--- config.mk ---
export PLATFORM = sky130hd
export DESIGN_NAME = dual_countdown_timer
export DESIGN_NICKNAME = d
export VERILOG_FILES = /design/src/rtl/dct_pkg.sv /design/src/rtl/dct_addr_decode.sv /design/src/rtl/dct_timer_core.sv /design/src/rtl/dual_countdown_timer.sv
export SDC_FILE = /design/constraint.sdc
export NUM_CORES = 1
export LEC_CHECK = 0
export CAP_MARGIN = 20
export CORE_MARGIN = 1
export CORE_UTILIZATION = 50
export DETAILED_ROUTE_END_ITERATION = 10
export PLACE_DENSITY = 0.69
export SYNTH_ARGS = -nofsm -noshare
export SYNTH_HDL_FRONTEND = slang
export SYNTH_HIERARCHICAL = 1
export SYNTH_SLANG_ARGS = --single-unit
--- constraint.sdc ---
create_clock -name clk -period 5.5 [get_ports clk]
set_clock_uncertainty 0.2 [all_clocks]
set_input_delay 1.65 -clock clk [delete_from_list [all_inputs] [get_ports clk]]
set_output_delay 1.65 -clock clk [all_outputs]
set_load 0.02 [all_outputs]
--- src/rtl/dct_pkg.sv ---
package dct_pkg;
  // Word offsets inside one timer window
  localparam int OFS_COUNT  = 0;
  localparam int OFS_LOAD   = 1;
  localparam int OFS_BGLOAD = 2;
  localparam int OFS_CTRL   = 3;
  localparam int OFS_RAW    = 4;
  localparam int OFS_MASKED = 5;
  // Control word bit positions
  localparam int CTL_EN      = 0;
  localparam int CTL_ONESHOT = 1;
  localparam int CTL_IE      = 2;
  localparam int CTL_W       = 3;
endpackage

--- src/rtl/dct_addr_decode.sv ---
module dct_addr_decode #(
  parameter int ADDR_W    = 5,
  parameter int WIN_WORDS = 8,
  parameter int NUM_TMR   = 2
) (
  input  logic                          clk,
  input  logic                          rst_n,
  input  logic [ADDR_W-1:0]             addr,
  output logic [NUM_TMR-1:0]            sel,
  output logic [$clog2(WIN_WORDS)-1:0]  ofs
);
  localparam int OFS_W = $clog2(WIN_WORDS);
  localparam int IDX_W = ADDR_W - OFS_W;
  localparam logic [ADDR_W:0] LIMIT = (ADDR_W+1)'(NUM_TMR * WIN_WORDS);

  logic [IDX_W-1:0] idx;
  logic             in_range;

  assign idx      = addr[ADDR_W-1:OFS_W];
  assign ofs      = addr[OFS_W-1:0];
  assign in_range = ({1'b0, addr} < LIMIT);

  for (genvar i = 0; i < NUM_TMR; i++) begin : g_sel
    assign sel[i] = in_range && (idx == IDX_W'(i));
  end

  // At most one timer is ever addressed
  assert_sel_onehot_R11: assert property (@(posedge clk) disable iff (!rst_n)
    $onehot0(sel));
  // Unmapped addresses select nothing
  assert_oob_nosel_R11: assert property (@(posedge clk) disable iff (!rst_n)
    ({1'b0, addr} >= LIMIT) |-> (sel == '0));
endmodule

--- src/rtl/dct_timer_core.sv ---
module dct_timer_core
  import dct_pkg::*;
#(
  parameter int DATA_W = 32,
  parameter int OFS_W  = 3
) (
  input  logic              clk,
  input  logic              rst_n,
  input  logic              tick,
  input  logic              wr_en,
  input  logic [OFS_W-1:0]  ofs,
  input  logic [DATA_W-1:0] wdata,
  output logic [DATA_W-1:0] rdata,
  output logic              irq
);
  logic [DATA_W-1:0] count_q, load_q, bg_q;
  logic [CTL_W-1:0]  ctrl_q;
  logic              running_q, ris_q;
  logic              wr_ctrl, wr_load, wr_bg, wr_raw, expire;

  assign wr_ctrl = wr_en && (ofs == OFS_W'(OFS_CTRL));
  assign wr_load = wr_en && (ofs == OFS_W'(OFS_LOAD));
  assign wr_bg   = wr_en && (ofs == OFS_W'(OFS_BGLOAD));
  assign wr_raw  = wr_en && (ofs == OFS_W'(OFS_RAW));
  assign expire  = tick && running_q && (count_q == '0);

  always_ff @(posedge clk) begin
    if (!rst_n) begin
      count_q   <= '0;
      load_q    <= '0;
      bg_q      <= '0;
      ctrl_q    <= '0;
      running_q <= 1'b0;
      ris_q     <= 1'b0;
    end else begin
      // counting path
      if (expire) begin
        ris_q <= 1'b1;
        if (ctrl_q[CTL_ONESHOT]) running_q <= 1'b0;
        else                     count_q   <= load_q;
      end else if (tick && running_q) begin
        count_q <= count_q - 1'b1;
      end
      // register writes override the counting path
      if (wr_ctrl) begin
        ctrl_q <= wdata[CTL_W-1:0];
        if (wdata[CTL_EN]) begin
          count_q   <= load_q;
          running_q <= 1'b1;
        end else begin
          running_q <= 1'b0;
        end
      end
      if (wr_load) begin
        load_q <= wdata;
        if (ctrl_q[CTL_EN]) begin
          count_q   <= wdata;
          running_q <= 1'b1;
        end
      end
      if (wr_bg) begin
        bg_q   <= wdata;
        load_q <= wdata;
      end
      if (wr_raw && wdata[0] && !expire) ris_q <= 1'b0;
    end
  end

  always_comb begin
    rdata = '0;
    unique case (ofs)
      OFS_W'(OFS_COUNT):  rdata = count_q;
      OFS_W'(OFS_LOAD):   rdata = load_q;
      OFS_W'(OFS_BGLOAD): rdata = bg_q;
      OFS_W'(OFS_CTRL):   rdata = DATA_W'(ctrl_q);
      OFS_W'(OFS_RAW):    rdata = DATA_W'(ris_q);
      OFS_W'(OFS_MASKED): rdata = DATA_W'(ris_q & ctrl_q[CTL_IE]);
      default:            rdata = '0;
    endcase
  end

  assign irq = ris_q & ctrl_q[CTL_IE];

  assert_expiry_sets_raw_R3: assert property (@(posedge clk) disable iff (!rst_n)
    expire |=> ris_q);
  assert_oneshot_halts_R5: assert property (@(posedge clk) disable iff (!rst_n)
    (expire && ctrl_q[CTL_ONESHOT] && !wr_ctrl && !wr_load) |=> (!running_q && count_q == '0));
  assert_w1c_clears_R6: assert property (@(posedge clk) disable iff (!rst_n)
    (wr_raw && wdata[0] && !expire) |=> !ris_q);
  assert_bg_keeps_count_R9: assert property (@(posedge clk) disable iff (!rst_n)
    (wr_bg && !tick) |=> $stable(count_q));
  assert_idle_count_R10: assert property (@(posedge clk) disable iff (!rst_n)
    (!running_q && !wr_ctrl && !wr_load) |=> $stable(count_q));
  assert_irq_needs_ie_R7: assert property (@(posedge clk) disable iff (!rst_n)
    !ctrl_q[CTL_IE] |-> !irq);
endmodule

--- src/rtl/dual_countdown_timer.sv ---
module dual_countdown_timer #(
  parameter int DATA_W    = 32,
  parameter int ADDR_W    = 5,
  parameter int WIN_WORDS = 8,
  parameter int NUM_TMR   = 2
) (
  input  logic              clk,
  input  logic              rst_n,
  input  logic              tick,
  input  logic              bus_wr,
  input  logic [ADDR_W-1:0] bus_addr,
  input  logic [DATA_W-1:0] bus_wdata,
  output logic [DATA_W-1:0] bus_rdata,
  output logic [NUM_TMR-1:0] irq
);
  localparam int OFS_W = $clog2(WIN_WORDS);
  localparam logic [ADDR_W:0] LIMIT = (ADDR_W+1)'(NUM_TMR * WIN_WORDS);

  logic [NUM_TMR-1:0] sel;
  logic [OFS_W-1:0]   ofs;
  logic [DATA_W-1:0]  core_rd [NUM_TMR];

  dct_addr_decode #(
    .ADDR_W(ADDR_W), .WIN_WORDS(WIN_WORDS), .NUM_TMR(NUM_TMR)
  ) u_dec (
    .clk(clk), .rst_n(rst_n), .addr(bus_addr), .sel(sel), .ofs(ofs)
  );

  for (genvar i = 0; i < NUM_TMR; i++) begin : g_tmr
    dct_timer_core #(.DATA_W(DATA_W), .OFS_W(OFS_W)) u_core (
      .clk(clk), .rst_n(rst_n), .tick(tick),
      .wr_en(bus_wr && sel[i]), .ofs(ofs), .wdata(bus_wdata),
      .rdata(core_rd[i]), .irq(irq[i])
    );
  end

  always_comb begin
    bus_rdata = '0;
    for (int i = 0; i < NUM_TMR; i++) begin
      if (sel[i]) bus_rdata = core_rd[i];
    end
  end

  assert_oob_read_zero_R11: assert property (@(posedge clk) disable iff (!rst_n)
    ({1'b0, bus_addr} >= LIMIT) |-> (bus_rdata == '0));
endmodule

==> flow_summary.yaml <==
die:
  placementRows: 57
  die_h_um: 161
  initial_core_util: 0.515
  pin_count: 75
  core_area_mm2: 0.0245
  dieArea_mm2: 0.0259
  dieWidth_um: 161
finish:
  postLayoutCellArea_mm2: 0.0143
  drive_gt1_frac: 0.0923
  final_cell_mix: "354 x nand2_1, 202 x dfxtp_1, 157 x nor2_1, 136 x a21boi_0, 118 x a21oi_1"
  fin_util: 0.582
  final_nets: 1675
  area_growth_pct: 12.9
  mostFrequentLayoutCell: "nand2_1"
routing:
  drt-initial-drc-count: 1096
  viasPerCell: 6.19
  wl_per_cell_um: 21.2
  routed_wl_um: 41900
  drt-pass1-iter-count: 6
  num_vias: 12200
  detail-route-antenna-nets: 0
  drc_errors: 0
logic_synthesis:
  yosys.cell_types.count: 61
  synth_ff_type: "dfxtp_1"
  synth-seq-area-share: 0.320
  synth_edf_count: 0
  synth.net_count: 1662
  ys_seq_elements: 202
  synthesis.area_mm2: 0.0126
  yosysWarnings: 6
  avgSynthCellArea_um2: 7.81
  syn_inst: 1619
  synth-async-reset-ratio: 0
cts:
  root_buffer: "clkbuf_16"
  clkTransAtPathRegs_ns: 0.05
  cts_buffers: 23
  clk_path_buf_depth: 3
  cts_num_sinks: 202
  cts_max_level: 1
  cts_tree: "done"
  clkLatencyLatePin_ns: 0.52
timing:
  worst_slack_ns: 0.0640
  setup_tns_ns: 0
  max_freq_mhz: 184
  drv_slew: 0
  period_minus_slack_ns: 5.44
  period_share: 0.988
  hold_violations: 0
  tightest_slew_ns: 0.966
  slew_headroom: 0.354
  finalSetupViolCount: 0
critical_path:
  cp_slowest_cell: "clkdlybuf4s50_1"
  cp-end-kind: "primary output"
  crit_chain: "clkdlybuf4s50_1 -> nor2_1 -> nor2b_4 -> buf_12 -> a22o_1 -> clkdlybuf4s50_1"
  cp_data_arrival_time_ns: 3.59
  crit_fanout: 17
  setup.worst_path.class: "input pin to primary output"
  crit_top_cell: "clkdlybuf4s50_1"
  required_ns: 3.65
  slowest_delay_ns: 0.64
  start_kind: "input pin"
placed_design:
  dpl.hpwl_um: 29100
  port_buffers: 74
  gp_congestion: 0.970
  pre_cts_ws_ns: 0.00324
  dpl-instance-area_mm2: 0.0135
pwr:
  p_leak_nw: 5.03
  irDropWorstVdd_mv: 0.192
  power_per_cell_area_mw_per_mm2: 230
global_routing:
  grt_pass1_vias: 11400
  grt.overflow.total: 0
  groute.usage.overall: 0.319
  grt_pass1_wl_um: 65900
  antenna_found_initial: 0
  grt_start_max_net_pins: 96
worst_hold_path:
  min_path_type: "flop to flop"
run_status:
  outcome: "finished clean"
flow_run:
  max-cap-violations: 0
[per-stage QoR]
step	std cells	total power [mW]	hold WS, ns
2_1_floorplan	1619	1.70	0.240
3_3_place_gp	1928	1.82	0.249
3_5_place_dp	1928	1.82	0.257
4_1_cts	1967	3.29	0.265
5_1_grt	1970	3.39	0.281
6_report	1971	3.28	0.260
[final timing paths]
path	from	end	slack, ns	cells after the start
max	bus_addr[4]	bus_rdata[28]	0.06	6
min	g_tmr[1].u_core/bg_q[22]	g_tmr[1].u_core/bg_q[22]	0.26	2
max reg2reg	g_tmr[0].u_core/count_q[13]	g_tmr[0].u_core/count_q[29]	2.57	6
min reg2reg	g_tmr[1].u_core/bg_q[22]	g_tmr[1].u_core/bg_q[22]	0.26	2
[worst max-delay path: cells and delay by family]
family          cells  cell delay (ns)
buf+inv             3             1.27
simple gates        2             0.47
compound gates      1             0.18
[flip-flops by register name (all words and copies together), names as in the netlist]
signal and count:
g_tmr.u_core/bg_q 64, g_tmr.u_core/count_q 64, g_tmr.u_core/load_q 64, g_tmr.u_core/ctrl_q 6, g_tmr.u_core/ris_q 2, g_tmr.u_core/running_q 2
[cells in the mapped netlist, types with 7 or more instances]
cell        n  share of area
a22o_1     54          0.037
o21ai_0    42          0.017
o211ai_1   12         0.0071
and2_1      8         0.0040
a21oi_1   118          0.047
buf_1      14         0.0042
nand3_1    16         0.0063
inv_1      14         0.0042
a21boi_0  136          0.081
o21ai_1    10         0.0040
a32o_1      8         0.0063
xor2_1     22          0.015
buf_4       7         0.0042
o221ai_1   26          0.018
xnor2_1    24          0.017
clkbuf_8   10          0.011
dfxtp_1   202           0.32
nor2_1    157          0.047
clkbuf_1   90          0.027
nand2_1   354           0.11
buf_6      10         0.0089
nor4_1     10         0.0049
mux2i_1    92          0.073
nor3_1     16         0.0063
mux2_2     16          0.014
nor2b_1    18         0.0089
nand4_1    18         0.0089
[logic make-up after synthesis]
group	synth area share
xor+xnor	0.0319
simple gates	0.247
mux	0.0978
compound gates	0.241
flops	0.320
fa+ha+maj	0.00198
buf+inv	0.0610
[final cells by class]
type | count | area, um^2
antenna | 1 | 2.50
sequential | 202 | 4040
clock buffer | 32 | 639
inverter | 14 | 52.6
tap | 324 | 405
timing repair buffer | 124 | 1200
clock inverter | 7 | 65.1
fill | 2286 | 10300
multi-input combinational | 1267 | 7870
[where the power goes]
part / switching (mW) / leakage [nW] / internal [mW]
registers: 0.0188 / 1.63 / 1.48
logic: 0.189 / 3.06 / 0.115
clock network: 0.627 / 0.342 / 0.853
[layer usage]
layer,up-vias,track usage,wire length [um]
met4,0,0.109,1400
met3,99,0.0485,3480
li1,5721,-,-
met1,5812,0.431,17700
met5,-,0,0
met2,565,0.518,19300
[repair_timing]
action / CTS / global route
hold buffers: 0 / 0
gates cloned: 0 / 0
gates resized for setup: 1 / 2
endpoints found under the setup margin: 1 / 12
buffers inserted: 0 / 3
Note: power is estimated with default switching activity, not from simulation.
